File: src/rtl/slice_alu.sv
module slice_alu #(
  parameter int WIDTH   = 32,
  parameter bit REG_OUT = 1'b1
) (
  input  logic             clk,
  input  logic             rst_n,
  input  logic [WIDTH-1:0] a_i,
  input  logic [WIDTH-1:0] b_i,
  input  logic [3:0]       ctrl_i,
  output logic [WIDTH-1:0] res_o,
  output logic             zero_o,
  output logic             ovf_o,
  output logic             cout_o
);
  localparam logic [3:0] OP_AND = 4'b0000;
  localparam logic [3:0] OP_OR  = 4'b0001;
  localparam logic [3:0] OP_ADD = 4'b0010;
  localparam logic [3:0] OP_SUB = 4'b0110;
  localparam logic [3:0] OP_SLT = 4'b0111;
  localparam logic [3:0] OP_NOR = 4'b1100;

  logic             inv_a, inv_b;
  logic [1:0]       sel;
  logic [WIDTH-1:0] pa, pb, sum, slice_y, y_c;
  logic [WIDTH:0]   carry;
  logic             ovf_raw, less0, valid, arith, z_c, v_c, c_c;

  assign inv_a = ctrl_i[3];
  assign inv_b = ctrl_i[2];
  assign sel   = ctrl_i[1:0];

  always_comb begin
    carry[0] = inv_b;
    for (int i = 0; i < WIDTH; i++) begin
      pa[i]      = a_i[i] ^ inv_a;
      pb[i]      = b_i[i] ^ inv_b;
      sum[i]     = pa[i] ^ pb[i] ^ carry[i];
      carry[i+1] = (pa[i] & pb[i]) | ((pa[i] | pb[i]) & carry[i]);
    end
    ovf_raw = carry[WIDTH] ^ carry[WIDTH-1];
    less0   = sum[WIDTH-1] ^ ovf_raw;
    for (int i = 0; i < WIDTH; i++) begin
      case (sel)
        2'b00:   slice_y[i] = pa[i] & pb[i];
        2'b01:   slice_y[i] = pa[i] | pb[i];
        2'b10:   slice_y[i] = sum[i];
        default: slice_y[i] = (i == 0) ? less0 : 1'b0;
      endcase
    end
  end

  assign valid = (ctrl_i == OP_AND) || (ctrl_i == OP_OR)  || (ctrl_i == OP_ADD) ||
                 (ctrl_i == OP_SUB) || (ctrl_i == OP_SLT) || (ctrl_i == OP_NOR);
  assign arith = (ctrl_i == OP_ADD) || (ctrl_i == OP_SUB);
  assign y_c   = valid ? slice_y : '0;
  assign z_c   = valid && (y_c == '0);
  assign v_c   = arith & ovf_raw;
  assign c_c   = arith & carry[WIDTH];

  generate
    if (REG_OUT) begin : g_reg
      always_ff @(posedge clk) begin
        if (!rst_n) begin
          res_o  <= '0;
          zero_o <= 1'b0;
          ovf_o  <= 1'b0;
          cout_o <= 1'b0;
        end else begin
          res_o  <= y_c;
          zero_o <= z_c;
          ovf_o  <= v_c;
          cout_o <= c_c;
        end
      end


      reg_pass_chk: assert property (@(posedge clk) disable iff (!rst_n)
        1'b1 |=> (res_o == $past(y_c)) && (ovf_o == $past(v_c)) && (cout_o == $past(c_c)));
    end else begin : g_comb
      assign res_o  = y_c;
      assign zero_o = z_c;
      assign ovf_o  = v_c;
      assign cout_o = c_c;
    end
  endgenerate


  add_sum_chk: assert property (@(posedge clk) disable iff (!rst_n)
    (ctrl_i == OP_ADD) |-> (y_c == WIDTH'(a_i + b_i)));


  sub_diff_chk: assert property (@(posedge clk) disable iff (!rst_n)
    (ctrl_i == OP_SUB) |-> (y_c == WIDTH'(a_i - b_i)) && (c_c == (a_i >= b_i)));


  slt_sign_chk: assert property (@(posedge clk) disable iff (!rst_n)
    (ctrl_i == OP_SLT) |-> (y_c == WIDTH'($signed(a_i) < $signed(b_i))));


  no_overflow_chk: assert property (@(posedge clk) disable iff (!rst_n)
    !((ctrl_i == OP_ADD) || (ctrl_i == OP_SUB)) |-> !v_c && !c_c);


  bad_code_chk: assert property (@(posedge clk) disable iff (!rst_n)
    !valid |-> (y_c == '0) && !z_c && !v_c && !c_c);


  zero_flag_chk: assert property (@(posedge clk) disable iff (!rst_n)
    (ctrl_i == OP_SUB) |-> (z_c == (a_i == b_i)));
endmodule

File: config.mk
export PLATFORM = sky130hd
export DESIGN_NAME = slice_alu
export DESIGN_NICKNAME = d
export VERILOG_FILES = /design/src/rtl/slice_alu.sv
export SDC_FILE = /design/constraint.sdc
export NUM_CORES = 1
export LEC_CHECK = 0
export BUFFER_PORTS_ARGS = -buffer_cell sky130_fd_sc_hd__buf_2
export CELL_PAD_IN_SITES_DETAIL_PLACEMENT = 2
export CELL_PAD_IN_SITES_GLOBAL_PLACEMENT = 2
export CORE_MARGIN = 4
export CORE_UTILIZATION = 35
export CTS_CLUSTER_DIAMETER = 200
export DETAILED_ROUTE_END_ITERATION = 8
export GPL_ROUTABILITY_DRIVEN = 0
export PLACE_DENSITY = 0.85
export SYNTH_ARGS = -nofsm -noshare
export SYNTH_HDL_FRONTEND = slang
export SYNTH_SLANG_ARGS = --single-unit
File: constraint.sdc
create_clock -name clk -period 42.6 [get_ports clk]
set_clock_uncertainty 0.15 [all_clocks]
set_input_delay 4.26 -clock clk [delete_from_list [all_inputs] [get_ports clk]]
set_output_delay 4.26 -clock clk [all_outputs]
set_load 0.02 [all_outputs]
# Word level (Yosys, flattened, before mapping)
# Index checks and enable logic that the tools add are counted.
word_totals:
  output_inout_bits: 35
  inputBits: 70
  reg_bits: 35
  elab_cells: 314
classes:
  eq_ne: 7
  bitwise: 260
  n_mux: 33
  reduce_logical: 10
op_table:
  columns: ["op", "n"]
  rows:
  - ["1-bit bitwise XOR", 130]
  - ["1-bit case mux with 3 select lines", 32]
  - ["1-bit bitwise AND", 66]
  - ["1-bit bitwise OR", 64]
  - ["32-bit logical NOT", 1]
  - ["32-bit 2-to-1 mux", 1]
  - ["4-bit by 3-bit == test with 1-bit output, second input constant", 2]
  - ["1-bit logical OR", 6]
  - ["4-bit by 1-bit == test with 1-bit output, second input constant", 1]
  - ["4-bit by 2-bit == test with 1-bit output, second input constant", 1]
  - ["4-bit == test, second input constant", 1]
  - ["4-bit logical NOT", 1]
  - ["2-bit by 1-bit == test with 1-bit output, second input constant", 1]
  - ["2-bit == test, second input constant", 1]
  - ["2-bit logical NOT", 1]
  - ["1-bit logical AND", 1]

# Logic depth before layout (Yosys ltp)
logic_depth:
  ltp_word: 72
  depth_mapped: 44

# Worst setup path before layout
# OpenSTA, ideal clock, no wires.
synth_path:
  path_type: "input port to flip-flop"
  from: "input port ctrl_i[2]"
  to: "register zero_o"
  setup_slack_ns: 25.654
  t_required_ns: 42.334
  n_path_buf: 2
  arrival_time_ns: 16.680
  cell_stages: 44
  path_cell_list: "buf_2 > buf_2 > nor2_1 > a21oi_1 > fa_1 > fa_1 > inv_1 > fa_1 > inv_1 > fa_1 > fa_1 > fa_1 > fa_1 > fa_1 > fa_1 > fa_1 > fa_1 > fa_1 > [... 8 more ...] > fa_1 > fa_1 > fa_1 > fa_1 > fa_1 > fa_1 > fa_1 > inv_1 > fa_1 > inv_1 > fa_1 > inv_1 > fa_1 > fa_1 > o22a_1 > nand4_1 > o41ai_2 > and4_1"
synth_via:
  elab_chain_len: 72
  word_cells_on_any_way: 272
synth_rtl:
  columns: ["element", "line_no", "source"]
  rows:
  - ["start, declared", "9", "input logic [3:0] ctrl_i,"]
  - ["1-bit bitwise XOR", "36", "pb[i] = b_i[i] ^ inv_b;"]
  - ["1-bit bitwise OR", "38, 45", null]
  - ["1-bit bitwise AND", "38", "carry[i+1] = (pa[i] & pb[i]) | ((pa[i] | pb[i]) & carry[i]);"]
  - ["1-bit bitwise OR", "38", null]
  - ["1-bit bitwise AND", "38", null]
  - ["1-bit bitwise OR", "38", null]
  - ["1-bit bitwise AND", "38", null]
  - ["1-bit bitwise OR", "38", null]
  - ["[... 56 more ...]", null, null]
  - ["1-bit bitwise AND", "38", null]
  - ["1-bit bitwise OR", "38", null]
  - ["1-bit bitwise XOR", "40", "ovf_raw = carry[WIDTH] ^ carry[WIDTH-1];"]
  - ["1-bit bitwise XOR", "41", "less0 = sum[WIDTH-1] ^ ovf_raw;"]
  - ["1-bit case mux with 3 select lines", "43", "case (sel)"]
  - ["32-bit 2-to-1 mux", "55", "assign y_c = valid ? slice_y : '0;"]
  - ["32-bit logical NOT", "56", "assign z_c = valid && (y_c == '0);"]
  - ["1-bit logical AND *", "56", null]
  - ["end signal, assigned", "70", "zero_o <= z_c;"]
  - ["end, declared", "11", "output logic zero_o,"]
# Mark *: on every way between the ends. The rest lies on a longest branch, timed or not.
# A chain may end at the register's enable or synchronous reset.

# Worst setup path in the final report
layout_path:
  from: "input port ctrl_i[3]"
  to: "register ovf_o"
layout_via:
  elab_chain_len: 68
  word_cells_on_any_way: 165
layout_rtl:
  columns: ["element", "line_no", "source"]
  rows:
  - ["1-bit bitwise XOR", "35", "pa[i] = a_i[i] ^ inv_a;"]
  - ["1-bit bitwise OR", "38", null]
  - ["1-bit bitwise AND", "38", null]
  - ["1-bit bitwise OR", "38", null]
  - ["1-bit bitwise AND", "38", null]
  - ["1-bit bitwise OR", "38", null]
  - ["1-bit bitwise AND", "38", null]
  - ["1-bit bitwise OR", "38", null]
  - ["[... 52 more ...]", null, null]
  - ["1-bit bitwise AND", "38", null]
  - ["1-bit bitwise OR", "38", null]
  - ["1-bit bitwise AND", "38", null]
  - ["1-bit bitwise OR", "38", null]
  - ["1-bit bitwise AND", "38", null]
  - ["1-bit bitwise OR", "38", null]
  - ["1-bit bitwise XOR", "40", null]
  - ["1-bit bitwise AND *", "57", "assign v_c = arith & ovf_raw;"]
  - ["end signal, assigned", "71", "ovf_o <= v_c;"]
  - ["end, declared", "12", "output logic ovf_o,"]
# Marks and branches as above.

==> impl_metrics.toml <==
[detailed_routing]
dr.pass1.iters = 4
vias_per_cell = 4.72
ant_nets = 0
drcViolationCount = 0
num_vias = 3282
avgRoutedWirePerCell_um = 17.9
drt_iter0_drc = 83
totalWireLength_mm = 12.5

[timing]
max_freq_ghz = 0.0553
fin_setup_tns_ns = 0
hold_violations = 0
setup_viol = 0
slew_violations = 0
tightest_slew_ns = 1.09
fin_crit_ns = 18.09
min_period_over_period_pct = 42.5
rsz0062_at_grt = "false"
whs_ns = 4.16
setup_ws_ns = 24.51
slew_headroom_pct = 26.9

[global_route]
grt_overflow = 0
globalRouteMet1Util_pct = 21.4
grt_pass1_wl_mm = 19.9
track_usage_pct = 19.0
grt_pass1_vias = 3925
grt_antenna_before_repair = 0
grtUsageMet3_pct = 2.64
grt_max_degree = 65
top_usage_layer = "met2"
grt.met2_usage_pct = 37.8

[setup_path]
critPathSlowestCell = "buf_4"
crit_path_end_kind = "register"
critPathRequiredTime_ns = 42.62
path_class = "in2reg"
cp_data_arrival_time_ns = 18.10
path_common_cell = "fa_1"
crit_fanout = 38
crit_path_start_kind = "primary input"
max_stage_delay_ns = 0.52

[pwr]
vdd_drop_max_mv = 0.0150
power.density_mw_per_mm2 = 27.8
power_leakage_uw = 0.00250

[synthesis]
synth_cell_types = 40
ys_warn_count = 0
synth_area_per_cell_um2 = 8.95
async_reset_ff_share_pct = 0
synth_nets = 627
ys.flop_type = "dfxtp_1"
syn_inst = 461
seq_area_frac_synth_pct = 17.0
ys_ff_latch = 35
synth_area_mm2 = 0.00413
synth-edff-count = 0

[floorplanning]
fp-row-count = 39
fp.dieArea_mm2 = 0.0136
die_x_um = 117
die_y_um = 117
io-pin-count = 105
start_util_pct = 36.0
core-area_mm2 = 0.0115

[final_layout]
final_cell_mix = "buf_2, inv_1, ha_1"
n_fill_cell = 1298
num-nets-final = 718
layout_commonest_cell = "buf_2"
drive_gt1_share_pct = 23.2
layout.cells.non_filler = 695
multi_input_area_mm2 = 0.00299
antennaDiodeCount = 0
regArea_um2 = 701
postLayoutCellArea_mm2 = 0.00483
syn_to_final_growth_pct = 17.1

[cts]
cts-resized-gates = 0
cts_tree = "built"
clkSinkCount = 35
cts_hold_buf = 0
cts_root_buf = "clkbuf_16"
cts.htree.levels = 2
clk_pin_slew_worst_paths_ns = 0.06
postCtsSetupBuffers = 0
cts_inserted_buffers = 5
cts_buffer_depth = 2

[placed_design]
portBuffers = 104
hpwl_mm = 9.83
pre_cts_slack_ns = 24.23
dpl_cell_area_mm2 = 0.00469
dp.cells = 688

[min_path]
hp-class = "in2reg"

[run]
maxCapViolations = 0

[outcome]
outcome = "completed"
worst paths after layout:
check  startpoint       end  slack (ns)  depth (start not counted)
max     ctrl_i[3]     ovf_o       24.51                         43
min         rst_n  res_o[0]        4.16                          2
flip-flops by register name, indices dropped and copies added (netlist names):
name / cells
cout_o: 1
ovf_o: 1
res_o: 32
zero_o: 1
per-stage QoR:
| step | util [%] | total power [uW] |
|---|---|---|
| global placement | 40.9 | 91.5 |
| global route | 42.1 | 146 |
| detailed placement | 40.9 | 97.4 |
| CTS | 42.1 | 136 |
| floorplan | - | 77.5 |
| finish | 42.1 | 134 |
routing by layer:
| metal | vias up | part of all wire [%] |
|---|---|---|
| met5 | - | 0 |
| met3 | 10 | 4.3 |
| met1 | 1604 | 40 |
| met2 | 78 | 54 |
| li1 | 1590 | - |
| met4 | 0 | 0.99 |
final cells by class:
type                    count  share of cell area, %
clock inverters             1                  0.104
well taps                 143                   3.70
flip-flops and latches     35                   14.5
inverters                  73                   5.73
multi-input cells         330                   61.8
clock buffers               6                   2.88
repair buffers            107                   11.2
Yosys cell counts (2+ instances only):
| library cell | number | area [um2] |
|---|---|---|
| xor2_1 | 35 | 307 |
| buf_2 | 11 | 55.1 |
| o21ai_0 | 5 | 25.0 |
| nor2b_1 | 2 | 12.5 |
| buf_4 | 4 | 30.0 |
| mux2_2 | 3 | 33.8 |
| xnor2_1 | 31 | 272 |
| o22a_1 | 3 | 26.3 |
| inv_1 | 72 | 270 |
| buf_6 | 6 | 67.6 |
| a211oi_1 | 10 | 75.1 |
| ha_1 | 64 | 801 |
| o21ai_2 | 2 | 17.5 |
| nand4_1 | 5 | 31.3 |
| fa_1 | 32 | 641 |
| mux2_4 | 3 | 45.0 |
| o21ai_1 | 2 | 10.0 |
| dfxtp_1 | 35 | 701 |
| nand2b_1 | 22 | 138 |
| nor2_1 | 44 | 165 |
| nand2_1 | 15 | 56.3 |
| a21oi_1 | 36 | 180 |
| nand3_1 | 2 | 10.0 |
worst max-delay path, delay by kind of cell:
family          cells  cell delay (ns)
fa+ha+maj          31            11.77
buf+inv             8             1.08
xor+xnor            2             0.48
compound gates      1             0.15
simple gates        1             0.34
report_power, final:
part	internal [uW]	switching, uW	total [uW]
logic	24.2	37.2	61.5
clock network	22.9	15.0	37.8
registers	34.4	0.417	34.8
logic make-up after synthesis:
| family | count (synthesis) | share of synthesized area (%) |
|---|---|---|
| and+or+nand+nor | 98 | 11.5 |
| buffers and inverters | 96 | 10.6 |
| adders and majority gates | 96 | 34.9 |
| xor gates and xnor gates | 66 | 14.0 |
| AOI/OAI and AO/OA | 62 | 9.19 |
| DFF | 35 | 17.0 |
| muxes | 8 | 2.79 |
Power figures use the tool's default switching activity.
